`src/rtl/wpot_pkg.sv`:
```
package wpot_pkg;
    localparam int TAPS  = 100;
    localparam int POS_W = $clog2(TAPS);

    typedef logic [POS_W-1:0] pos_t;
    localparam pos_t POS_MAX = pos_t'(TAPS - 1);

    // synchronized control levels
    typedef struct packed {
        logic pwr;
        logic sel_n;
        logic inc;
        logic up;
    } ctl_t;

    // single-cycle events derived from the synchronized levels
    typedef struct packed {
        logic pwr_rise;
        logic sel_fall;
        logic sel_rise;
        logic inc_fall;
    } evt_t;

    function automatic pos_t clamp_pos(pos_t v);
        return (v > POS_MAX) ? POS_MAX : v;
    endfunction

    function automatic pos_t step_pos(pos_t v, logic up);
        if (up)
            return (v >= POS_MAX) ? POS_MAX : pos_t'(v + 1'b1);
        return (v == '0) ? '0 : pos_t'(v - 1'b1);
    endfunction
endpackage

```
`src/rtl/wpot_sync.sv`:
```
module wpot_sync #(
    parameter int W      = 4,
    parameter int STAGES = 2
) (
    input  logic         clk,
    input  logic         rst,
    input  logic [W-1:0] d_i,
    output logic [W-1:0] q_o
);
    logic [W-1:0] stage_q [STAGES];

    generate
        for (genvar s = 0; s < STAGES; s++) begin : g_stage
            always_ff @(posedge clk) begin
                if (rst)
                    stage_q[s] <= '0;
                else if (s == 0)
                    stage_q[s] <= d_i;
                else
                    stage_q[s] <= stage_q[(s == 0) ? 0 : s - 1];
            end
        end
    endgenerate

    assign q_o = stage_q[STAGES-1];
endmodule

```
`src/rtl/wpot_nvctl.sv`:
```
module wpot_nvctl
    import wpot_pkg::*;
#(
    parameter int   STORE_CYC = 2_500_000,
    parameter pos_t NV_INIT   = '0
) (
    input  logic clk,
    input  logic rst,
    input  logic powered_i,
    input  evt_t evt_i,
    input  logic inc_lvl_i,
    input  pos_t pos_i,
    output logic sel_o,
    output logic busy_o,
    output pos_t nv_o
);
    localparam int CNT_W = (STORE_CYC > 1) ? $clog2(STORE_CYC + 1) : 1;
    localparam logic [CNT_W-1:0] CNT_LAST = CNT_W'(STORE_CYC - 1);

    logic [CNT_W-1:0] cnt_q;

    always_ff @(posedge clk) begin
        if (rst) begin
            sel_o  <= 1'b0;
            busy_o <= 1'b0;
            cnt_q  <= '0;
            nv_o   <= NV_INIT;
        end else if (!powered_i) begin
            sel_o  <= 1'b0;
            busy_o <= 1'b0;
            cnt_q  <= '0;
        end else if (busy_o) begin
            if (cnt_q == '0)
                busy_o <= 1'b0;
            else
                cnt_q <= cnt_q - 1'b1;
        end else if (evt_i.sel_fall) begin
            sel_o <= 1'b1;
        end else if (sel_o && evt_i.sel_rise) begin
            sel_o <= 1'b0;
            if (inc_lvl_i) begin
                nv_o   <= pos_i;
                busy_o <= 1'b1;
                cnt_q  <= CNT_LAST;
            end
        end
    end
endmodule

```
`src/rtl/wpot_pos.sv`:
```
module wpot_pos
    import wpot_pkg::*;
(
    input  logic clk,
    input  logic rst,
    input  logic powered_i,
    input  logic recall_i,
    input  pos_t nv_i,
    input  logic step_i,
    input  logic up_i,
    output pos_t pos_o
);
    always_ff @(posedge clk) begin
        if (rst || !powered_i)
            pos_o <= '0;
        else if (recall_i)
            pos_o <= clamp_pos(nv_i);
        else if (step_i)
            pos_o <= step_pos(pos_o, up_i);
    end
endmodule

```
`src/rtl/wpot_tapdec.sv`:
```
module wpot_tapdec
    import wpot_pkg::*;
(
    input  pos_t            pos_i,
    output logic [TAPS-1:0] tap_o
);
    generate
        for (genvar i = 0; i < TAPS; i++) begin : g_tap
            assign tap_o[i] = (pos_i == pos_t'(i));
        end
    endgenerate
endmodule

```
`src/rtl/wpot_ctrl.sv`:
```
module wpot_ctrl
    import wpot_pkg::*;
#(
    parameter int   STORE_CYC   = 2_500_000,
    parameter int   SYNC_STAGES = 2,
    parameter pos_t NV_INIT     = '0
) (
    input  logic                    clk,
    input  logic                    rst,
    input  logic                    pwr_good_i,
    input  logic                    cs_n_i,
    input  logic                    inc_i,
    input  logic                    ud_i,
    output logic [POS_W-1:0]        pos_o,
    output logic [TAPS-1:0]         tap_o,
    output logic                    busy_o,
    output logic                    standby_o
);
    localparam int CTL_W = $bits(ctl_t);

    logic [CTL_W-1:0] sync_q;
    ctl_t             now;
    logic [2:0]       prev_q;   // pwr, sel_n, inc of the previous cycle
    evt_t             evt;
    logic             sel, busy, step;
    pos_t             pos, nv;

    wpot_sync #(.W(CTL_W), .STAGES(SYNC_STAGES)) u_sync (
        .clk (clk),
        .rst (rst),
        .d_i ({pwr_good_i, cs_n_i, inc_i, ud_i}),
        .q_o (sync_q)
    );

    assign now = ctl_t'(sync_q);

    always_ff @(posedge clk) begin
        if (rst) prev_q <= '0;
        else     prev_q <= {now.pwr, now.sel_n, now.inc};
    end

    always_comb begin
        evt.pwr_rise = now.pwr   & ~prev_q[2];
        evt.sel_rise = now.sel_n & ~prev_q[1];
        evt.sel_fall = ~now.sel_n & prev_q[1];
        evt.inc_fall = ~now.inc  & prev_q[0];
    end

    assign step = now.pwr & sel & ~busy & ~now.sel_n & evt.inc_fall;

    wpot_nvctl #(.STORE_CYC(STORE_CYC), .NV_INIT(NV_INIT)) u_nv (
        .clk       (clk),
        .rst       (rst),
        .powered_i (now.pwr),
        .evt_i     (evt),
        .inc_lvl_i (now.inc),
        .pos_i     (pos),
        .sel_o     (sel),
        .busy_o    (busy),
        .nv_o      (nv)
    );

    wpot_pos u_pos (
        .clk       (clk),
        .rst       (rst),
        .powered_i (now.pwr),
        .recall_i  (evt.pwr_rise),
        .nv_i      (nv),
        .step_i    (step),
        .up_i      (now.up),
        .pos_o     (pos)
    );

    wpot_tapdec u_dec (
        .pos_i (pos),
        .tap_o (tap_o)
    );

    assign pos_o     = pos;
    assign busy_o    = busy;
    assign standby_o = now.pwr & ~busy & ~sel;
endmodule

```
`config.mk`:
```
export PLATFORM = sky130hd
export DESIGN_NAME = wpot_ctrl
export DESIGN_NICKNAME = d
export VERILOG_FILES = /design/src/rtl/wpot_pkg.sv /design/src/rtl/wpot_sync.sv /design/src/rtl/wpot_nvctl.sv /design/src/rtl/wpot_pos.sv /design/src/rtl/wpot_tapdec.sv /design/src/rtl/wpot_ctrl.sv
export SDC_FILE = /design/constraint.sdc
export NUM_CORES = 1
export LEC_CHECK = 0
export BUFFER_PORTS_ARGS = -buffer_cell sky130_fd_sc_hd__buf_2
export CORE_ASPECT_RATIO = 1.75
export CORE_MARGIN = 10
export CORE_UTILIZATION = 53
export DETAILED_ROUTE_END_ITERATION = 10
export PLACE_DENSITY_LB_ADDON = 0.1
export SLEW_MARGIN = 25
export SYNTH_ARGS = -nofsm -noshare
export SYNTH_HDL_FRONTEND = slang
export SYNTH_SLANG_ARGS = --single-unit
```
`constraint.sdc`:
```
create_clock -name clk -period 5.4 [get_ports clk]
set_input_delay 0.81 -clock clk [delete_from_list [all_inputs] [get_ports clk]]
set_output_delay 0.81 -clock clk [all_outputs]
set_load 0.005 [all_outputs]
```
# After elaboration in Yosys (flattened, before gate mapping)
# Memories as Yosys holds them, arrays and structs flattened.
# Index checks and enable logic that the tools add are counted.
word_totals:
  input_bits: 6
  memories: 1
  elab_cells: 174
  out_inout_bits: 109
  ram_bits: 8
  register_bits: 41
op_classes:
  mux: 28
  bitwise_logic: 20
  reduce_logical: 13
  addsub: 3
  n_eq_ne: 101
  order_cmp: 2
memory_table:
  columns: ["name", "depth", "word_bits", "rd", "rd_ports_with_merged_regs", "wr", "line_no", "text"]
  rows:
  - ["u_sync.stage_q", 2, 4, 2, 0, 2, "wpot_sync.sv:10", "logic [W-1:0] stage_q [STAGES];"]
op_table:
  columns: ["operator", "n"]
  rows:
  - ["equality test 7 bit, second input constant", 36]
  - ["equality test 7 x 6 -> 1 bit, second input constant", 32]
  - ["equality test 7 x 5 -> 1 bit, second input constant", 16]
  - ["2-to-1 mux 22 bit", 5]
  - ["equality test 7 x 4 -> 1 bit, second input constant", 8]
  - ["2-to-1 mux 7 bit", 7]
  - ["equality test 7 x 3 -> 1 bit, second input constant", 4]
  - ["zero test 22 bit", 1]
  - ["subtractor 22 x 1 -> 22 bit, second input constant", 1]
  - ["equality test 7 x 2 -> 1 bit, second input constant", 2]
  - ["2-to-1 mux 1 bit", 14]
  - ["bitwise AND 1 bit", 10]
  - ["2-to-1 mux 4 bit", 2]
  - ["NOT 1 bit", 8]
  - ["nonzero test 2 bit", 4]
  - ["adder 7 x 1 -> 7 bit, second input constant", 1]
  - ["equality test 7 x 1 -> 1 bit, second input constant", 1]
  - ["greater-or-equal comparator 7 bit, second input constant", 1]
  - ["greater-than comparator 7 bit, second input constant", 1]
  - ["zero test 7 bit", 1]
  - ["subtractor 7 x 1 -> 7 bit, second input constant", 1]
  - ["AND reduction 5 bit", 1]
  - ["AND reduction 4 bit", 1]
  - ["inequality test 2 x 1 -> 1 bit, second input constant", 1]
  - ["other kinds (7)", 8]

# Longest topological paths before layout
logic_depth:
  word_depth: 10
  ltp_mapped: 9
  mapped_depth_nobuf: 7

# By module
# A second synthesis with hierarchy kept.
unflattened:
  cells_unflattened: 428
  area_unflattened_um2: 3201.8
by_module_without_submodules:
  columns: ["mod", "cells_each", "seq_area_each_um2", "area_each_um2", "instances"]
  rows:
  - ["wpot_nvctl", 164, 620.6, 1465.2, 1]
  - ["wpot_pos", 91, 140.1, 704.4, 1]
  - ["wpot_tapdec", 143, 0.0, 691.9, 1]
  - ["wpot_sync", 16, 160.2, 210.2, 1]
  - ["wpot_ctrl", 14, 60.1, 130.1, 1]

# Worst setup path before layout
# No wires, ideal clock.
synth_path:
  kind: "flip-flop to output port"
  startpoint: "register u_pos.pos_o[0]"
  endpoint: "output port tap_o[0]"
  slack_ps: 2913
  n_path_buf: 2
  path_stages_with_launch: 7
  arrival_time_ps: 1677
  t_required_ps: 4590
  path_cell_list: "dfxtp_1 -> clkbuf_1 -> inv_1 -> ha_1 -> or3b_2 -> clkbuf_1 -> nor2_1"
synth_between:
  elab_chain_cells: 1
synth_rtl:
  columns: ["element", "line_no", "text"]
  rows:
  - ["start: declaration", "wpot_pos.sv:11", "output pos_t pos_o"]
  - ["start signal: assignment", "wpot_pos.sv:17", "pos_o <= clamp_pos(nv_i);"]
  - ["start signal: assignment", "wpot_pos.sv:19", "pos_o <= step_pos(pos_o, up_i);"]
  - ["zero test 7 bit", "wpot_tapdec.sv:9", "assign tap_o[i] = (pos_i == pos_t'(i));"]
  - ["end: declaration", "wpot_ctrl.sv:15", "output logic [TAPS-1:0] tap_o,"]
# No other way between the ends.

# Worst setup path after layout
# Ends and elaborated chain as after synthesis.

==> key figures <==
Run status
  – Status: finished clean

Worst setup path
  – Startpoint type of the worst setup path: flip-flop
  – Critical Path AT: 2.20 ns
  – Crit-path max FO: 12
  – Kind of critical path: flip-flop to primary output
  – Worst endpoint required time: 4.59 ns
  – Setup crit end kind: primary output

Die
  – DIE HEIGHT: 120 um
  – Core Box Area: 5590 um^2
  – Rows: 36
  – Initial Util: 0.544
  – Die X: 77.2 um
  – Die area: 9280 um^2
  – Count of boundary I/O pins: 115

Yosys
  – Yosys reg bits: 49
  – Cell Area, Synth: 3040 um^2
  – Sequential area share after synthesis: 0.323
  – Commonest cells in the netlist: nor2_1, dfxtp_1, nand2_1
  – Top post-synthesis cells by area: dfxtp_1, nor2_1, nand2_1
  – Most frequent cell after synthesis: nor2_1
  – Synth warn: 0
  – Commonest register cell after synthesis: dfxtp_1
  – Yosys cell types: 44
  – Post-synth EDFFs: 0
  – Average cell area after synthesis: 7.08 um^2
  – Top cell type's share of synthesized area: 0.323
  – Ys async rst share: 0
  – Synth area leader: dfxtp_1
  – Syn nets: 440
  – Synthesized instance count: 429

Pwr
  – Max IR drop VDD: 0.193 mV
  – Design Power: 0.000641 W
  – Leak Pwr: 1.68 nW
  – P per Cell Area: 174 nW/um^2

Layout
  – Final Non-Filler Cells: 595
  – Fin nets: 529
  – Layout cells sized above 1: 0.250
  – Final core utilization: 0.660
  – Area grow syn2layout: 21.2%
  – # diodes: 0

Routing
  – 1st-pass router iterations: 4
  – Wire per inst: 17.1 um
  – Drt via density: 5.76
  – Via count: 3430
  – Total Wirelength: 10200 um
  – Iteration-0 DRC Markers: 266
  – Antenna-violating nets left: 0
  – DRC: 0

Placement
  – GP Congestion: 0.913
  – Post-detail-place hpwl: 8040 um
  – IO Port Bufs: 114
  – Placed cells: 587

Clocking
  – Post-CTS Hold Buffers: 0
  – TritonCTS Sinks: 49
  – Post-cts resize count: 0
  – Worst skew pair latency: 0.30 ns
  – Root buffer cell: clkbuf_8
  – Setup repair bufs after CTS: 0
  – # H-tree levels: 2
  – CTS tree: yes
  – Buffer depth of the longest clock path: 2
  – Clk pin slew, worst setup/hold paths: 0.09 ns
  – Total CTS buffers: 5

GRT
  – Number of global-route vias before repair: 3228
  – Largest net degree at the start of global routing: 21
  – First-pass GRT wire length: 16400 um
  – GRT Resource Usage Total: 0.210
  – Global route overflow: 0
  – Initial antenna violation count: 0

STA
  – RSZ-0062 raised after global routing: false
  – Max Clock Skew: 0.0118 ns
  – Final setup TNS: 0 ns
  – Max Clock Freq: 332 MHz
  – Pins Over Slew Limit: 0
  – Final hold violation count: 0
  – Worst slew margin: 0.412
  – Worst-margin pin slew: 0.874 ns
  – Min cycle time layout: 3.01 ns
  – Tcrit/Tclk final: 0.558
  – # setup viols final: 0

Min path
  – Hold/Removal Path Class: flip-flop to flip-flop

Run
  – MaxCap Viol Count: 0
-- report_power, final --
| group | internal [W] | leakage (nW) | total (W) | switching [W] |
|---|---|---|---|---|
| registers | 0.000365 | 0.397 | 0.000369 | 0.00000389 |
| logic | 0.00000749 | 1.23 | 0.0000196 | 0.0000121 |
| clock network | 0.000139 | 0.0554 | 0.000253 | 0.000114 |
-- worst paths after layout --
check	startpoint	end	slack, ns	cells after the start
worst max register to register	u_nv.cnt_q[0]$_SDFFE_PP0P_	u_nv.cnt_q[2]$_SDFFE_PP0P_	2.77	7
worst min-delay path	u_sync.stage_q[0][0]$_SDFF_PP0_	u_sync.stage_q[1][0]$_SDFF_PP0_	0.45	1
worst max-delay path	u_pos.pos_o[0]$_SDFFE_PP0P_	tap_o[0]	2.39	5
worst min register to register	u_sync.stage_q[0][0]$_SDFF_PP0_	u_sync.stage_q[1][0]$_SDFF_PP0_	0.45	1
-- worst max-delay path: stages (launching register included) --
cell	delay, ns
dfxtp_1	0.45
inv_1	0.14
ha_1	0.27
or3b_2	0.62
nor2_1	0.26
buf_2	0.17
-- through the flow --
stage          area, um^2  setup WS, ns  hold slack, ns
2_1_floorplan        3040          2.91           0.414
3_3_place_gp         3570          2.66           0.415
3_5_place_dp         3570          2.66           0.436
4_1_cts              3680          2.41           0.457
5_1_grt              3680          2.30           0.465
6_report             3680          2.39           0.451
-- flip-flops by register name, summed over array words and instances (netlist names) --
signal	count
prev_q	3
u_nv.busy_o	1
u_nv.cnt_q	22
u_nv.nv_o	7
u_nv.sel_o	1
u_pos.pos_o	7
u_sync.stage_q	8
-- metal layers --
layer	track usage	routed length (um)	up-vias
met4	0.0975	396	0
li1	-	-	1674
met5	0	0	-
met3	0.0408	615	36
met1	0.212	3730	1587
met2	0.400	5450	133
-- layout make-up --
| cell class | instances | area [um^2] |
|---|---|---|
| sequential | 49 | 981 |
| tap | 76 | 95.1 |
| timing repair buffer | 114 | 571 |
| fill | 540 | 1900 |
| multi-input combinational | 340 | 1900 |
| inverter | 8 | 30.0 |
| clock buffer | 6 | 72.6 |
| clock inverter | 2 | 38.8 |
-- cells in the final DEF (no fill, tap or decap), types with 6 or more instances in the layout --
cell type and n:
inv_1 8, nor3_1 18, a31oi_1 10, o21ai_0 13, a311oi_1 6, nor4_1 10
buf_2 114, nand3_1 9, dfxtp_1 49, a211oi_1 8, or3_1 10, mux2i_1 7
nand2_1 30, nor2_1 123, a21oi_1 14, nor2b_1 12, or4_1 7, o211ai_1 6
xor2_1 8
-- kinds of logic after synthesis --
kind of cell,synth area share
DFF,0.323
buffers and inverters,0.0548
and+or+nand+nor,0.364
adders and majority gates,0.0206
xor gates and xnor gates,0.0259
AOI/OAI and AO/OA,0.189
muxes,0.0231
No activity file was read; power rests on OpenSTA's default activity.
